`config.mk`:
```
export PLATFORM = sky130hd
export DESIGN_NAME = baud_tick_gen
export DESIGN_NICKNAME = d
export VERILOG_FILES = /design/src/rtl/baud_pkg.sv /design/src/rtl/baud_cfg_regs.sv /design/src/rtl/baud_div_counter.sv /design/src/rtl/baud_prescaler.sv /design/src/rtl/baud_tick_gen.sv
export SDC_FILE = /design/constraint.sdc
export NUM_CORES = 1
export LEC_CHECK = 0
export CORE_AREA = 2 2 53 75
export DETAILED_ROUTE_END_ITERATION = 10
export DIE_AREA = 0 0 55 77
export GPL_TIMING_DRIVEN = 0
export PLACE_DENSITY = 0.8
export RECOVER_POWER = 25
export SYNTH_ARGS = -nofsm -noshare
export SYNTH_HDL_FRONTEND = slang
export SYNTH_SLANG_ARGS = --single-unit
```
`constraint.sdc`:
```
create_clock -name clk -period 2.5 [get_ports clk]
set_clock_uncertainty 0.2 [all_clocks]
set_input_delay 0.5 -clock clk [delete_from_list [all_inputs] [get_ports clk]]
set_output_delay 0.5 -clock clk [all_outputs]
set_load 0.02 [all_outputs]
```
`src/rtl/baud_pkg.sv`:
```
package baud_pkg;
    typedef enum logic {
        BG_OFF = 1'b0,
        BG_RUN = 1'b1
    } bg_state_e;

    localparam int unsigned CFG_SEL_DIV  = 0;
    localparam int unsigned CFG_SEL_MODE = 1;
endpackage

```
`src/rtl/baud_cfg_regs.sv`:
```
module baud_cfg_regs #(
    parameter int unsigned DIV_W = 16
) (
    input  logic             clk,
    input  logic             rst_n,
    input  logic             cfg_we,
    input  logic             cfg_sel,
    input  logic [DIV_W-1:0] cfg_wdata,
    output logic [DIV_W-1:0] div_q,
    output logic             mode_q,
    output logic             div_wr,
    output logic             mode_wr
);
    assign div_wr  = cfg_we && (cfg_sel == 1'(baud_pkg::CFG_SEL_DIV));
    assign mode_wr = cfg_we && (cfg_sel == 1'(baud_pkg::CFG_SEL_MODE));

    always_ff @(posedge clk or negedge rst_n) begin
        if (!rst_n) begin
            div_q  <= '0;
            mode_q <= 1'b0;
        end else begin
            if (div_wr)  div_q  <= cfg_wdata;
            if (mode_wr) mode_q <= cfg_wdata[0];
        end
    end


    div_load_chk: assert property (@(posedge clk) disable iff (!rst_n)
        div_wr |=> (div_q == $past(cfg_wdata)));
endmodule

```
`src/rtl/baud_div_counter.sv`:
```
module baud_div_counter #(
    parameter int unsigned DIV_W = 16
) (
    input  logic             clk,
    input  logic             rst_n,
    input  logic             run,
    input  logic             clr,
    input  logic [DIV_W-1:0] div_q,
    output logic             wrap
);
    logic [DIV_W-1:0] cnt_q;

    assign wrap = run && !clr && (cnt_q == div_q);

    always_ff @(posedge clk or negedge rst_n) begin
        if (!rst_n) begin
            cnt_q <= '0;
        end else if (!run || clr) begin
            cnt_q <= '0;
        end else if (cnt_q == div_q) begin
            cnt_q <= '0;
        end else begin
            cnt_q <= cnt_q + 1'b1;
        end
    end


    cnt_in_range_chk: assert property (@(posedge clk) disable iff (!rst_n)
        cnt_q <= div_q);


    cnt_restart_chk: assert property (@(posedge clk) disable iff (!rst_n)
        clr |=> (cnt_q == '0));
endmodule

```
`src/rtl/baud_prescaler.sv`:
```
module baud_prescaler #(
    parameter int unsigned NORM_OSR = 16,
    parameter int unsigned FAST_OSR = 4
) (
    input  logic clk,
    input  logic rst_n,
    input  logic run,
    input  logic clr,
    input  logic mode,
    input  logic wrap,
    output logic baud_hit
);
    localparam int unsigned PRE_W = $clog2(NORM_OSR);
    localparam logic [PRE_W-1:0] NORM_LAST = PRE_W'(NORM_OSR - 1);
    localparam logic [PRE_W-1:0] FAST_LAST = PRE_W'(FAST_OSR - 1);

    logic [PRE_W-1:0] pre_q;
    logic [PRE_W-1:0] last;

    assign last     = mode ? FAST_LAST : NORM_LAST;
    assign baud_hit = run && !clr && wrap && (pre_q == last);

    always_ff @(posedge clk or negedge rst_n) begin
        if (!rst_n) begin
            pre_q <= '0;
        end else if (!run || clr) begin
            pre_q <= '0;
        end else if (wrap) begin
            pre_q <= (pre_q == last) ? '0 : pre_q + 1'b1;
        end
    end


    pre_clear_chk: assert property (@(posedge clk) disable iff (!rst_n)
        clr |=> (pre_q == '0));


    pre_in_range_chk: assert property (@(posedge clk) disable iff (!rst_n)
        !clr |=> (pre_q <= last));
endmodule

```
`src/rtl/baud_tick_gen.sv`:
```
module baud_tick_gen #(
    parameter int unsigned DIV_W    = 16,
    parameter int unsigned NORM_OSR = 16,
    parameter int unsigned FAST_OSR = 4
) (
    input  logic             clk,
    input  logic             rst_n,
    input  logic             enable,
    input  logic             cfg_we,
    input  logic             cfg_sel,
    input  logic [DIV_W-1:0] cfg_wdata,
    output logic             sample_tick,
    output logic             baud_tick
);
    import baud_pkg::*;

    bg_state_e        state_q, state_d;
    logic [DIV_W-1:0] div_q;
    logic             mode_q;
    logic             div_wr, mode_wr;
    logic             run, wrap, baud_hit;

    baud_cfg_regs #(.DIV_W(DIV_W)) u_regs (
        .clk(clk), .rst_n(rst_n), .cfg_we(cfg_we), .cfg_sel(cfg_sel),
        .cfg_wdata(cfg_wdata), .div_q(div_q), .mode_q(mode_q),
        .div_wr(div_wr), .mode_wr(mode_wr)
    );

    always_comb begin
        state_d = state_q;
        unique case (state_q)
            BG_OFF: if (enable)  state_d = BG_RUN;
            BG_RUN: if (!enable) state_d = BG_OFF;
            default:             state_d = BG_OFF;
        endcase
    end

    always_ff @(posedge clk or negedge rst_n) begin
        if (!rst_n) state_q <= BG_OFF;
        else        state_q <= state_d;
    end

    assign run = (state_q == BG_RUN) && enable;

    baud_div_counter #(.DIV_W(DIV_W)) u_div (
        .clk(clk), .rst_n(rst_n), .run(run), .clr(div_wr),
        .div_q(div_q), .wrap(wrap)
    );

    baud_prescaler #(.NORM_OSR(NORM_OSR), .FAST_OSR(FAST_OSR)) u_pre (
        .clk(clk), .rst_n(rst_n), .run(run), .clr(div_wr || mode_wr),
        .mode(mode_q), .wrap(wrap), .baud_hit(baud_hit)
    );

    always_ff @(posedge clk or negedge rst_n) begin
        if (!rst_n) begin
            sample_tick <= 1'b0;
            baud_tick   <= 1'b0;
        end else begin
            sample_tick <= wrap;
            baud_tick   <= baud_hit;
        end
    end


    off_quiet_chk: assert property (@(posedge clk) disable iff (!rst_n)
        !enable |=> (!sample_tick && !baud_tick));


    off_state_chk: assert property (@(posedge clk) disable iff (!rst_n)
        !enable |=> (state_q == BG_OFF));


    baud_on_sample_chk: assert property (@(posedge clk) disable iff (!rst_n)
        baud_tick |-> sample_tick);
endmodule

```
After elaboration in Yosys (flattened, before gate mapping)
Cells that the tools add are included.
Widths: inputs -> output; s select.
- bits in writable memories: 0
- word-level logic and storage cells: 34
- bits in latches: 0
- bits in registers: 40
- bits in read-only memories: 0
- memories kept: 0
- output and inout port bits: 2
- reductions and logical operators: 15
- div/mod/pow operators: 0
- add/subtract/negate cells: 2
- bitwise operators: 1
- shift-type cells: 0
- $lt $le $gt $ge: 0
- multipliers: 0
- equality and inequality tests: 2
- muxes and demuxes: 7
- operator list (cell ; number):
    $mux 16 ; 2
    $add 16x1->16 const B ; 1
    $eq 16x16->1 ; 1
    $mux 4 ; 4
    $logic_and 1x1->1 ; 8
    $add 4x1->4 const B ; 1
    $eq 4x4->1 ; 1
    $logic_not 1->1 ; 3
    $logic_or 1x1->1 ; 3
    $reduce_bool 2->1 ; 1
    $mux 1 ; 1
    $not 1->1 ; 1

Longest topological paths before layout
Gate-level depths: netlist (run 1).
- depth after elaboration: 7
- depth in mapped cells: 7

Modules after synthesis
A second synthesis (run 1) with hierarchy kept.
- cells, all modules: 178
- area total of the unflattened synthesis: 2087.0 µm²
- by module, submodules not included (module ; sequential area each (µm²) ; cells an instance ; area each (µm²) ; instances):
    baud_div_counter ; 400.4 ; 106 ; 1032.2 ; 1
    baud_cfg_regs ; 425.4 ; 38 ; 703.2 ; 1
    baud_prescaler ; 100.1 ; 29 ; 264.0 ; 1
    baud_tick_gen ; 75.1 ; 5 ; 87.6 ; 1

Worst setup path before layout (run 1)
Ideal clock, no wire load.
- kind: flip-flop to flip-flop
- start: reg u_div.cnt_q[9]
- end: reg u_pre.pre_q[0]
- required time: 2223 ps
- cell stages (with the launch flop): 6
- slack: 607 ps
- period minus slack after synthesis: 1893 ps
- arrival: 1616 ps
- cells stage by stage: dfrtp_1 > xor2_1 > nor4_1 > nand4_1 > or3_1 > a21oi_1
- longest elaborated chain between the ends: 3
- ends and longest elaborated chain (what ; RTL line ; source):
    from (decl) ; baud_div_counter.sv:11 ; logic [DIV_W-1:0] cnt_q;
    from (signal assigned) ; baud_div_counter.sv:23 ; cnt_q <= cnt_q + 1'b1;
    $eq 16x16->1 ; baud_div_counter.sv:13 ; assign wrap = run && !clr && (cnt_q == div_q);
    $logic_and 1x1->1 ; baud_div_counter.sv:13 ;
    $reduce_bool 2->1 (no source line) ; -- ;
    to (signal assigned) ; baud_prescaler.sv:29 ; pre_q <= (pre_q == last) ? '0 : pre_q + 1'b1;
    to (decl) ; baud_prescaler.sv:17 ; logic [PRE_W-1:0] pre_q;
No other way between the ends.
A chain may end at the register's enable or synchronous reset.

Worst setup path after layout (run 1)
- start: in cfg_we
- end: reg u_regs.div_q[15]
- longest elaborated chain between the ends: 1
- ends and longest elaborated chain (what ; RTL line ; source):
    from (decl) ; baud_tick_gen.sv:9 ; input logic cfg_we,
    $logic_and 1x1->1 ; baud_cfg_regs.sv:14 ; assign div_wr = cfg_we && (cfg_sel == 1'(baud_pkg::CFG_SEL_DIV));
    to (signal assigned) ; baud_cfg_regs.sv:22 ; if (div_wr) div_q <= cfg_wdata;
    to (decl) ; baud_cfg_regs.sv:9 ; output logic [DIV_W-1:0] div_q,
No other way between the ends.

==> results of run 1 <==
[cells in the final DEF (no fill, tap or decap), drive strengths merged]
master and n:
mux2 17, nor2 19, o21ai 3, and3 2
nand2 8, inv 3, or3b 1, and2 3
dfrtp 40, nor3 1, mux2i 1, or2 1
and4 5, nor2b 1, xnor2 2, ha 2
buf 3, a21oi 5, xor2 28, nor4 4
dlygate4sd3 1, nand4 3, or3 2, nand3b 1
clkbuf 11, clkdlybuf4s50 20, nand3 6
[metal layers]
layer | global-route usage | vias to the layer above | routed length, microns
li1 | - | 607 | -
met1 | 0.2315 | 638 | 1480
met2 | 0.3583 | 32 | 2142
met3 | 0.05837 | 15 | 135
met4 | 0.07561 | 0 | 112
met5 | 0 | - | 0
[worst max-delay path, delay by kind of cell]
family	cells	cell delay, ns
simple gates	1	0.14
buf+inv	3	1.28
mux	1	0.37
[final timing paths]
check	start	to	slack, ns	cells after the start
max in group asynchronous	rst_n	u_div.cnt_q[1]$_DFF_PN0_	1.32	1
worst max register to register	u_div.cnt_q[12]$_DFF_PN0_	u_pre.pre_q[0]$_DFFE_PN0P_	0.26	5
worst min-delay path	rst_n	u_regs.div_q[3]$_DFFE_PN0P_	0.16	1
worst max-delay path	cfg_we	u_regs.div_q[15]$_DFFE_PN0P_	0.17	5
worst min register to register	u_div.cnt_q[0]$_DFF_PN0_	u_div.cnt_q[0]$_DFF_PN0_	0.31	1
min in group clk	u_div.cnt_q[0]$_DFF_PN0_	u_div.cnt_q[0]$_DFF_PN0_	0.31	1
[area by class of cell]
cell class	count	area, sq um	area share
plain buffers	5	35.03	0.01561
multi-input cells	115	839.6	0.3740
repair buffers	22	215.2	0.09588
clock buffers	8	90.09	0.04013
flip-flops and latches	40	1001	0.4459
well taps	42	52.55	0.02341
inverters	3	11.26	0.005017
[power breakdown]
group | leakage, nW | total (mW) | internal (mW) | switching, mW
combinational | 0.431 | 0.149 | 0.0871 | 0.0622
sequential | 0.518 | 0.722 | 0.690 | 0.0324
clock | 0.0455 | 0.435 | 0.225 | 0.210
[logic make-up (layout without fill, tap and decap cells)]
| logic type | Yosys count | after routing | share of synthesized area |
|---|---|---|---|
| AO/OA/AOI/OAI | 8 | 8 | 0.02122 |
| XOR/XNOR | 30 | 30 | 0.1393 |
| adder cells (fa/ha/maj) | 2 | 2 | 0.01326 |
| buffers and inverters | 8 | 38 | 0.02453 |
| flip-flops | 40 | 40 | 0.5305 |
| multiplexers | 18 | 18 | 0.1068 |
| AND/OR/NAND/NOR | 57 | 57 | 0.1645 |
[stage by stage]
step / instance area, sq um / setup TNS, ns
global placement: 2160 / -6.570
finish: 2245 / 0
detailed placement: 2155 / -1.362
floorplan: 1887 / 0
global route: 2245 / 0
CTS: 2245 / 0
[flip-flops by register name, indices dropped and copies added, names as in the netlist]
name and count:
u_div.cnt_q 16, u_regs.div_q 16, u_pre.pre_q 4, baud_tick 1, sample_tick 1, state_q 1, u_regs.mode_q 1
==> impl_metrics.ini, run 1 <==
[floorplanning]
start_util = 0.5273
die_h_microns = 77
core_area_sq_um = 3578
pin_count = 23
dieWidth_microns = 55
die-area_sq_um = 4235
core.rowCount = 26

[grt]
grt_pass1_vias = 1371
grt_overflow = 0
grt_pass1_wl_microns = 6292
antenna_found_initial = 0
grt_usage = 0.2078
grt_max_degree = 41

[synth]
syn_area_sq_um = 1887
synthArstFlopShare = 1.000
synth-edff-count = 0
avgSynthCellArea_sq_um = 11.58
syn-num-nets = 186
synth_top_cell_area_share = 0.5305
synth_cell_types = 31
ys_seq_elements = 40
synthFlopType = dfrtp_1
synthCells = 163
synth.most_common_cell = dfrtp_1
synthTopCellsByCount = 40 x dfrtp_1, 28 x xor2_1, 18 x nor2_1, 17 x mux2_2, 8 x nand2_1
ys_seq_area_frac = 0.5305
ys_top_cells_by_area = dfrtp_1 53%, xor2_1 13%, mux2_2 10%, nor2_1 3.6%, nand3_1 1.6%
ys_warn_count = 0
yosysTopAreaCell = dfrtp_1

[placed_design]
place.gp.congestion = 0.9553
dp_hpwl_microns = 2838
dp.cells = 227
pre_cts_ws_ns = -0.1631
portBuffers = 22

[sta]
setup_ws_ns = 0.1655
fin_crit_sh = 0.9338
maxSlewHeadroom = 0.3287
setup_viol = 0
rsz0062_at_grt = false
slew_violations = 0
finalHoldViolations = 0
max_freq_mhz = 428.4
hold_ws_ns = 0.1642
worst_slew_pin_slew_ns = 1.007
period_minus_slack_ns = 2.335

[setup_path]
arrival_ns = 2.31
start_kind = input pin
critPathKind = in -> reg
slowest_stage = clkdlybuf4s50_1
cp.required_ns = 2.47
critPathCaptureType = flop
max_stage_delay_ns = 0.53
path_cells = clkdlybuf4s50_1 > nor2b_1 > clkbuf_1 > buf_2 > mux2_2
cp_max_fo = 10

[final_layout]
final_nets = 215
antenna_cells = 0
fillers = 307
syn_to_final_growth_pct = 18.97
drive_above_1_share = 0.1762
final_cells = 235
final_util = 0.6273

[routing]
post_drt_wl_per_cell_microns = 16.47
antenna_left = 0
vias_per_cell = 5.498
drt-initial-drc-count = 44
wirelength_microns = 3871
drc_errors = 0
vias = 1292
first_pass_iters = 6

[cts]
cts-buffers-inserted = 5
cts_max_level = 2
holdBufCountCts = 0
cts_tree = built
clock-sinks = 40
clock_latency_ns = 0.29
clockBufferDepth = 2
clock_tree.root_cell = clkbuf_8
cts_setup_buffers = 0
cts_resized = 0
clk_pin_slew_ns = 0.07

[pwr]
peakVddDrop_mv = 0.5484
leakagePower_nw = 0.9946
p_total_mw = 1.307
power_density_nw_per_um2 = 582.1

[worst_hold_path]
min_path_type = in -> async

[status]
outcome = finished, final reports clean

[flow_run]
maxCapViolCount = 0
No activity file was read; power rests on OpenSTA's default activity.
==> run 2, diff against run 1 <==
--- a/config.mk
+++ b/config.mk
@@ -9,7 +9,8 @@
 export DETAILED_ROUTE_END_ITERATION = 10
 export DIE_AREA = 0 0 55 77
 export GPL_TIMING_DRIVEN = 0
-export PLACE_DENSITY = 0.8
+export HOLD_SLACK_MARGIN = 0.02
+export PLACE_DENSITY = 0.78
 export RECOVER_POWER = 25
 export SYNTH_ARGS = -nofsm -noshare
 export SYNTH_HDL_FRONTEND = slang
==> run 2 against run 1 <==
Compared with the run above:
- power is 0.34% higher
- routed wire length fell by 7.5%
- first-iteration DRC count decreased by 27%
- final cell count unchanged
- clock power is 1% higher
- combinational power is essentially flat
- flip-flop and latch count did not move
- critical path depth unchanged
- register-to-register slack about the same
- via count fell by 0.23%
==> impl_metrics.ini, run 2 (synthesized netlist as in run 1, its figures left out) <==
[routing]
post_drt_wl_per_cell_microns = 15.24
antenna_left = 0
drc_errors = 0
vias = 1289
drt-initial-drc-count = 32
vias_per_cell = 5.485
first_pass_iters = 4
wirelength_microns = 3581

[cts]
holdBufCountCts = 0
cts_max_level = 2
cts-buffers-inserted = 5
clock-sinks = 40
clk_pin_slew_ns = 0.07
clockBufferDepth = 2
clock_tree.root_cell = clkbuf_8
cts_tree = built
cts_resized = 0
clock_latency_ns = 0.29
cts_setup_buffers = 0

[final_layout]
final_cells = 235
drive_above_1_share = 0.1762
final_nets = 215
antenna_cells = 0
syn_to_final_growth_pct = 18.97
final_util = 0.6273
top_regs = u_div.cnt_q x16, u_regs.div_q x16, u_pre.pre_q x4
layout_common_cells = 40 x dfrtp_1, 28 x xor2_1, 20 x clkdlybuf4s50_1
design_area_sq_um = 2245
final_common_cell = dfrtp_1

[status]
outcome = finished, final reports clean

[grt]
antenna_found_initial = 0
grt_pass1_wl_microns = 6196
grt_overflow = 0
grt_max_degree = 41
grt_pass1_vias = 1440
grt_usage = 0.2035

[setup_path]
arrival_ns = 2.32
cp_max_fo = 10
start_kind = input pin
cp.required_ns = 2.48
critPathCaptureType = flop
critPathKind = in -> reg

[sta]
worst_slew_pin_slew_ns = 0.9817
setup_ws_ns = 0.1560
rsz0062_at_grt = false
slew_violations = 0
max_freq_mhz = 426.6
hold_ws_ns = 0.1550
finalHoldViolations = 0
period_minus_slack_ns = 2.344
fin_crit_sh = 0.9376
maxSlewHeadroom = 0.3455
fin_setup_tns_ns = 0
setup_viol = 0

[worst_hold_path]
min_path_type = in -> async

[placed_design]
dp_hpwl_microns = 2659
dpl_cell_area_sq_um = 2155
portBuffers = 22
place.gp.congestion = 0.8079
pre_cts_ws_ns = -0.1525
dp.cells = 227

[floorplanning]
start_util = 0.5273
die-area_sq_um = 4235
pin_count = 23
core_area_sq_um = 3578
core.rowCount = 26
dieWidth_microns = 55
die_h_microns = 77

[pwr]
peakVddDrop_mv = 0.4282
power_density_nw_per_um2 = 584.1
p_total_mw = 1.311
leakagePower_nw = 0.9946

[flow_run]
maxCapViolCount = 0
-- run 2: cell counts in the layout (fill, tap and decap cells not counted) --
Identical to the previous run, type by type.
-- run 2: layer usage --
metal / share of wire / GRT usage
met1: 0.38 / 0.2116
met3: 0.038 / 0.05837
met2: 0.56 / 0.3679
met4: 0.016 / 0.06585
met5: 0 / 0
-- run 2: path summary, 6_finish.rpt --
kind                                           start                            to  slack [ns]  depth (start not counted)
setup / recovery                              cfg_we   u_regs.div_q[8]$_DFFE_PN0P_        0.16                          5
min in group clk            u_div.cnt_q[0]$_DFF_PN0_      u_div.cnt_q[0]$_DFF_PN0_        0.31                          1
hold / removal                                 rst_n         sample_tick$_DFF_PN0_        0.15                          1
setup reg to reg           u_div.cnt_q[12]$_DFF_PN0_    u_pre.pre_q[0]$_DFFE_PN0P_        0.26                          5
max in group asynchronous                      rst_n  u_regs.div_q[13]$_DFFE_PN0P_        1.34                          1
hold reg to reg             u_div.cnt_q[0]$_DFF_PN0_      u_div.cnt_q[0]$_DFF_PN0_        0.31                          1
-- run 2: report_power, final --
part	internal, mW	switching (mW)
combinational	0.0871	0.0612
clock	0.225	0.216
sequential	0.690	0.0317
-- run 2: layout make-up --
cell class	instances	area, sq um
fill	291	1334
multi-input combinational	115	839.6
sequential	40	1001
inverter	3	11.26
clock buffer	8	90.09
timing repair buffer	22	215.2
tap	42	52.55
buffer	5	35.03
-- run 2: worst max-delay path, stage by stage --
cell and delay, ns:
clkdlybuf4s50_1 0.54, nor2b_1 0.15, clkbuf_1 0.40, buf_2 0.36
mux2_2 0.37
